### src/rtl/bec_pkg.sv
package bec_pkg;
  typedef enum logic [3:0] {
    S_IDLE, S_T1, S_TH, S_T2,
    S_TD0, S_TD1, S_TD2, S_TD3, S_TD4,
    S_TW, S_T3, S_T4
  } bus_st_e;
endpackage

### src/rtl/bec_seq.sv
module bec_seq
  import bec_pkg::*;
(
  input  logic    clk_i,
  input  logic    rst_ni,
  input  logic    ads_ni,
  input  logic    ddin_ni,
  input  logic    cwait_ni,
  input  logic    per_ni,
  input  logic    ext_i,
  output bus_st_e st_o,
  output logic    hf_o,
  output logic    per_o,
  output logic    rd_o,
  output logic    smp_o,
  output logic    smp_init_o,
  output logic    dec_o
);
  bus_st_e st_q, st_d;
  logic hf_q, per_q, rd_q;
  logic wait_ph, start, to_t2;

  assign wait_ph = (st_q == S_T2 && !per_q) || st_q == S_TD2 || st_q == S_TW;
  assign smp_o      = !hf_q && wait_ph;
  assign smp_init_o = smp_o && st_q != S_TW;
  assign dec_o      = hf_q && wait_ph;
  assign start = hf_q && !ads_ni && (st_q == S_IDLE || st_q == S_T4);
  assign to_t2 = hf_q && cwait_ni && (st_q == S_T1 || st_q == S_TH);

  // state moves only at the end of the second half
  always_comb begin
    st_d = st_q;
    if (hf_q) begin
      unique case (st_q)
        S_IDLE, S_T4: st_d = ads_ni ? S_IDLE : S_T1;
        S_T1, S_TH:   st_d = cwait_ni ? S_T2 : S_TH;
        S_T2:         st_d = per_q ? S_TD0 : (ext_i ? S_TW : S_T3);
        S_TD0:        st_d = S_TD1;
        S_TD1:        st_d = S_TD2;
        S_TD2:        st_d = ext_i ? S_TW : S_TD3;
        S_TD3:        st_d = S_TD4;
        S_TD4:        st_d = S_T3;
        S_TW:         st_d = ext_i ? S_TW : (per_q ? S_TD3 : S_T3);
        S_T3:         st_d = S_T4;
        default:      st_d = S_IDLE;
      endcase
    end
  end

  always_ff @(posedge clk_i or negedge rst_ni) begin
    if (!rst_ni) begin
      st_q  <= S_IDLE;
      hf_q  <= 1'b0;
      per_q <= 1'b0;
      rd_q  <= 1'b0;
    end else begin
      hf_q <= ~hf_q;
      st_q <= st_d;
      if (start) rd_q  <= ~ddin_ni;
      if (to_t2) per_q <= ~per_ni;
    end
  end

  assign st_o  = st_q;
  assign hf_o  = hf_q;
  assign per_o = per_q;
  assign rd_o  = rd_q;

  AST_T1_START: assert property (@(posedge clk_i) disable iff (!rst_ni)
    start |=> st_q == S_T1);
  AST_HALF_STABLE: assert property (@(posedge clk_i) disable iff (!rst_ni)
    !hf_q |=> st_q == $past(st_q));
  AST_HF_TOGGLE: assert property (@(posedge clk_i) disable iff (!rst_ni)
    hf_q |=> !hf_q);
  AST_TD_EXIT: assert property (@(posedge clk_i) disable iff (!rst_ni)
    (st_q == S_TD4 && hf_q) |=> st_q == S_T3);
  AST_HOLD_EXIT: assert property (@(posedge clk_i) disable iff (!rst_ni)
    (st_q == S_TH && hf_q && cwait_ni) |=> st_q == S_T2);
endmodule

### src/rtl/bec_wait_cnt.sv
module bec_wait_cnt #(
  parameter int WAIT_W = 4
) (
  input  logic              clk_i,
  input  logic              rst_ni,
  input  logic              smp_i,
  input  logic              smp_init_i,
  input  logic              dec_i,
  input  logic              cwait_ni,
  input  logic [WAIT_W-1:0] wait_ni,
  output logic              ext_o
);
  logic [WAIT_W-1:0] cnt_q, wait_val;
  logic cw_q, cnt_nz;

  assign wait_val = ~wait_ni;
  assign cnt_nz   = cnt_q != '0;
  assign ext_o    = cw_q || cnt_nz;

  always_ff @(posedge clk_i or negedge rst_ni) begin
    if (!rst_ni) begin
      cnt_q <= '0;
      cw_q  <= 1'b0;
    end else if (smp_i) begin
      cw_q <= ~cwait_ni;
      // first sample always loads; later ones only on a low cwait
      if (smp_init_i || !cwait_ni) cnt_q <= wait_val;
    end else if (dec_i && !cw_q && cnt_nz) begin
      cnt_q <= cnt_q - 1'b1;
    end
  end

  AST_CNT_DEC: assert property (@(posedge clk_i) disable iff (!rst_ni)
    (dec_i && !cw_q && cnt_nz) |=> cnt_q == $past(cnt_q) - 1'b1);
  AST_RELOAD: assert property (@(posedge clk_i) disable iff (!rst_ni)
    (smp_i && !cwait_ni) |=> (ext_o && cnt_q == $past(wait_val)));
  AST_EARLY_END: assert property (@(posedge clk_i) disable iff (!rst_ni)
    (smp_i && !cwait_ni && wait_ni == '1) |=> !cnt_nz);
endmodule

### src/rtl/bec_strobes.sv
module bec_strobes
  import bec_pkg::*;
(
  input  logic    clk_i,
  input  logic    rst_ni,
  input  bus_st_e st_i,
  input  logic    hf_i,
  input  logic    per_i,
  input  logic    rd_i,
  output logic    rd_no,
  output logic    wr_no,
  output logic    dbe_no,
  output logic    tso_no,
  output logic    rdy_o
);
  logic in_data, act, dbe_on;

  assign in_data = st_i inside {S_T2, S_TD0, S_TD1, S_TD2, S_TD3, S_TD4, S_TW, S_T3};
  // peripheral transactions narrow the strobe for extra setup and hold
  assign act = per_i ? (st_i inside {S_TD1, S_TD2, S_TD3, S_TW})
                     : (st_i inside {S_T2, S_TW, S_T3});
  assign dbe_on = in_data && !(st_i == S_T2 && rd_i && !hf_i);

  assign rd_no  = !(act && rd_i);
  assign wr_no  = !(act && !rd_i);
  assign dbe_no = !dbe_on;
  assign tso_no = !in_data;
  assign rdy_o  = !(st_i == S_TW || st_i == S_TH);

  AST_RW_EXCL: assert property (@(posedge clk_i) disable iff (!rst_ni)
    !(!rd_no && !wr_no));
  AST_HOLD_QUIET: assert property (@(posedge clk_i) disable iff (!rst_ni)
    st_i == S_TH |-> (rd_no && wr_no && dbe_no && tso_no && !rdy_o));
  AST_IDLE_QUIET: assert property (@(posedge clk_i) disable iff (!rst_ni)
    st_i == S_IDLE |-> (rd_no && wr_no && dbe_no && tso_no && rdy_o));
endmodule

### src/rtl/bus_ext_ctrl.sv
module bus_ext_ctrl
  import bec_pkg::*;
#(
  parameter int WAIT_W = 4
) (
  input  logic              clk_i,
  input  logic              rst_ni,
  input  logic              ads_ni,
  input  logic              ddin_ni,
  input  logic              cwait_ni,
  input  logic              per_ni,
  input  logic [WAIT_W-1:0] wait_ni,
  output logic              rd_no,
  output logic              wr_no,
  output logic              dbe_no,
  output logic              tso_no,
  output logic              rdy_o
);
  bus_st_e st;
  logic hf, per, rd, smp, smp_init, dec, ext;

  bec_seq u_seq (
    .clk_i(clk_i), .rst_ni(rst_ni), .ads_ni(ads_ni), .ddin_ni(ddin_ni),
    .cwait_ni(cwait_ni), .per_ni(per_ni), .ext_i(ext),
    .st_o(st), .hf_o(hf), .per_o(per), .rd_o(rd),
    .smp_o(smp), .smp_init_o(smp_init), .dec_o(dec)
  );

  bec_wait_cnt #(.WAIT_W(WAIT_W)) u_cnt (
    .clk_i(clk_i), .rst_ni(rst_ni), .smp_i(smp), .smp_init_i(smp_init),
    .dec_i(dec), .cwait_ni(cwait_ni), .wait_ni(wait_ni), .ext_o(ext)
  );

  bec_strobes u_strb (
    .clk_i(clk_i), .rst_ni(rst_ni), .st_i(st), .hf_i(hf), .per_i(per), .rd_i(rd),
    .rd_no(rd_no), .wr_no(wr_no), .dbe_no(dbe_no), .tso_no(tso_no), .rdy_o(rdy_o)
  );
endmodule

### config.mk
export PLATFORM = sky130hd
export DESIGN_NAME = bus_ext_ctrl
export DESIGN_NICKNAME = d
export VERILOG_FILES = /design/src/rtl/bec_pkg.sv /design/src/rtl/bec_seq.sv /design/src/rtl/bec_wait_cnt.sv /design/src/rtl/bec_strobes.sv /design/src/rtl/bus_ext_ctrl.sv
export SDC_FILE = /design/constraint.sdc
export NUM_CORES = 1
export LEC_CHECK = 0
export ABC_CLOCK_PERIOD_IN_PS = 2800
export CAP_MARGIN = 20
export CORE_UTILIZATION = 35
export DETAILED_ROUTE_END_ITERATION = 16
export DONT_BUFFER_PORTS = 1
export PLACE_DENSITY = 0.57
export SETUP_SLACK_MARGIN = 0.2
export SLEW_MARGIN = 20
export SYNTH_ARGS = -nofsm -noshare
export SYNTH_HDL_FRONTEND = slang
export SYNTH_HIERARCHICAL = 1
export SYNTH_SLANG_ARGS = --single-unit
### constraint.sdc
create_clock -name clk_i -period 2.8 [get_ports clk_i]
set_input_delay 0 -clock clk_i [delete_from_list [all_inputs] [get_ports clk_i]]
set_output_delay 0 -clock clk_i [all_outputs]
set_load 0.05 [all_outputs]
==> flow_summary_export.csv <==
group,metric,value,unit
floorplanning,core,2781,um2
floorplanning,initial_core_util,37.07,%
clock_tree,cts_resized,0,
global_routing,overflow,0,
layout,n_antenna_cell,0,
timing,setup_viol,0,
global_routing,grt_pass1_wl,4098,um
critical_path,r2r-start,"u_seq/st_o[3]",
placement,gp_congestion,0.8197,
global_routing,grtUsageTotal,16.37,%
global_routing,antenna_found_initial,0,
floorplanning,die_h,56.28,um
placement,dp_cells,151,
critical_path,rrSetupSlack,0.59,ns
layout,mostFrequentLayoutCell,"dfrtp_1",
run,drv_cap,0,
layout,nFillCells,297,
critical_path,crit_arrival,2.37,ns
clock_tree,clk_pin_slew,0.07,ns
placement,port_buffers,0,
layout,final_nets,145,
worst_hold_path,min_path_type,"primary input to register",
layout,drive_above_1_share,14.50,%
layout,instances_no_fill,162,
logic_synthesis,synth-edff-count,0,
critical_path,end_kind,"register",
critical_path,crit_required,2.96,ns
clock_tree,cts_sinks,12,
routing,drc,0,
timing,final_hold_viol_count,0,
logic_synthesis,synth_cell_types,53,
timing,rsz0062_at_grt,"false",
routing,viasPerCell,5.778,
routing,wl_per_cell,14.80,um
timing,fmax,452.5,MHz
logic_synthesis,syn_inst,121,
routing,drtIter0Drc,65,
logic_synthesis,synth_warnings,6,
layout,mostFrequentLayoutCells,"dfrtp_1, a21oi_1, dlygate4sd3_1, inv_1, nor2_1",
clock_tree,clk_latency,0.27,ns
logic_synthesis,synth-seq-cells,12,
global_routing,grt_max_degree,26,
logic_synthesis,synth_fp_nets,133,
floorplanning,io-pin-count,15,
routing,routed_wl,2398,um
routing,ant_nets,0,
floorplanning,die_w,56.28,um
logic_synthesis,ys_async_sr_fraction,100.0,%
clock_tree,cts_buffer_depth,2,
timing,min_period,2.210,ns
floorplanning,rows,19,
logic_synthesis,synth_ff_type,"dfrtp_1",
timing,worst_slack,0.5900,ns
clock_tree,cts_root_buffer,"clkbuf_4",
timing,fin_tns_setup,0,ns
placement,dp_hpwl,1650,um
logic_synthesis,seq_area_frac_synth,29.13,%
power,irDropWorstVdd,710.8,uV
power,power_leakage,0.4783,nW
global_routing,grt_pass1_vias,884,
critical_path,crit_path_start,"u_seq/st_o[3]",
timing,slew_headroom,52.94,%
run_status,status,"finished clean",
layout,utilization,41.93,%
routing,vias,936,
layout,synthToLayoutAreaGrowth,13.11,%
timing,finalMaxSlewViolations,0,
critical_path,worst-setup-path-type,"register to register",
placement,dp_slack,0.5998,ns
logic_synthesis,synth_area,1031,um2
critical_path,worstSetupStartpointType,"register",
clock_tree,cts-buffers-inserted,3,
timing,tightest_slew,0.7059,ns
power,pwr_density_cell,1275,nW/um2
clock_tree,cts_max_level,1,
routing,dr.pass1.iters,4,
critical_path,r2r_end,"u_cnt/cnt_q[3]",
critical_path,critPathMaxFanout,25,
critical_path,cp-endpoint,"u_cnt/cnt_q[3]",
clock_tree,cts_tree,"done",
timing,skew,0.003333,ns
timing,period_share,78.93,%
floorplanning,dieArea,3167,um2
logic_synthesis,syn_area_per_cell,8.521,um2
critical_path,rr_worst_depth,7,
==> state kept, by name (all words and copies together) (netlist names) <==
| signal | count |
|---|---|
| u_cnt/cnt_q | 4 |
| u_seq/st_o | 4 |
| u_cnt/cw_q | 1 |
| u_seq/hf_o | 1 |
| u_seq/per_o | 1 |
| u_seq/rd_o | 1 |
==> per-layer routing <==
layer	up-vias	GRT usage, %	part of all wire, %
met3	2	4.147	4.8
met4	0	3.136	0.46
met2	21	26.70	46
li1	470	-	-
met5	-	0	0
met1	443	22.09	48
==> cells in the mapped netlist (all sizes together), types with 3 or more instances <==
cell type,instances,area [um2]
nand2,7,26.28
buf,5,40.04
mux2i,3,30.03
nand2b,5,31.28
nor3,3,15.01
nand4,3,18.77
a31oi,6,37.54
dfrtp,12,300.3
inv,9,33.78
nor2,8,30.03
nor3b,3,32.53
o21ai,8,40.04
a21oi,9,45.04
==> critical path: stages (launching register included) <==
cell	delay, ns
dfrtp_1	0.80
nand2b_1	0.23
o22a_1	0.16
nor2_1	0.04
buf_4	0.19
nor3b_2	0.31
a21oi_1	0.11
a221oi_1	0.27
==> where the power goes <==
part | switching, mW | internal (mW)
Combinational | 0.569 | 0.385
Clock | 0.0520 | 0.0498
Sequential | 0.182 | 0.249
==> how the worst min path moves through the flow <==
stage / from / to / slack (ns) / depth (start not counted)
floorplan: rst_ni / u_cnt/cnt_q[0] / -0.30 / 0
global route: ads_ni / u_seq/rd_o / 0.04 / 3
detailed placement: rst_ni / u_seq/st_o[3] / -0.30 / 0
CTS: ads_ni / u_seq/st_o[0] / 0.01 / 3
finish: ads_ni / u_seq/st_o[0] / 0.009 / 3
global placement: rst_ni / u_seq/st_o[1] / -0.30 / 0
==> logic make-up (layout without fill, tap and decap cells) <==
family / Yosys count / in the layout / share of synthesized area [%]
AOI/OAI and AO/OA: 40 / 40 / 25.97
xor gates and xnor gates: 2 / 2 / 2.428
DFF: 12 / 12 / 29.13
muxes: 4 / 4 / 4.005
and+or+nand+nor: 46 / 46 / 28.52
buffers and inverters: 15 / 25 / 7.524
adders and majority gates: 2 / 2 / 2.427
==> stage by stage <==
step | area [um2] | hold slack (ns) | power (mW)
final | 1166 | 0.008624 | 1.487
after detailed placement | 1064 | -0.2952 | 1.367
after floorplan | 1031 | -0.2956 | 1.195
after CTS | 1166 | 0.01249 | 1.487
after global placement | 1064 | -0.2952 | 1.346
after global routing | 1166 | 0.03688 | 1.614
==> cell type report <==
class | count | area [um2] | area share (%)
clock buffers | 3 | 22.52 | 1.931
inverters | 9 | 33.78 | 2.897
multi-input cells | 94 | 653.1 | 56.01
flip-flops and latches | 12 | 300.3 | 25.75
well taps | 31 | 38.79 | 3.326
repair buffers | 13 | 117.6 | 10.09
==> repair_timing <==
item | CTS | global route
hold buffers | 8 | 0
hold endpoints to repair | 20 | 0
buffers inserted | 0 | 0
(Power assumes the default switching activity.)
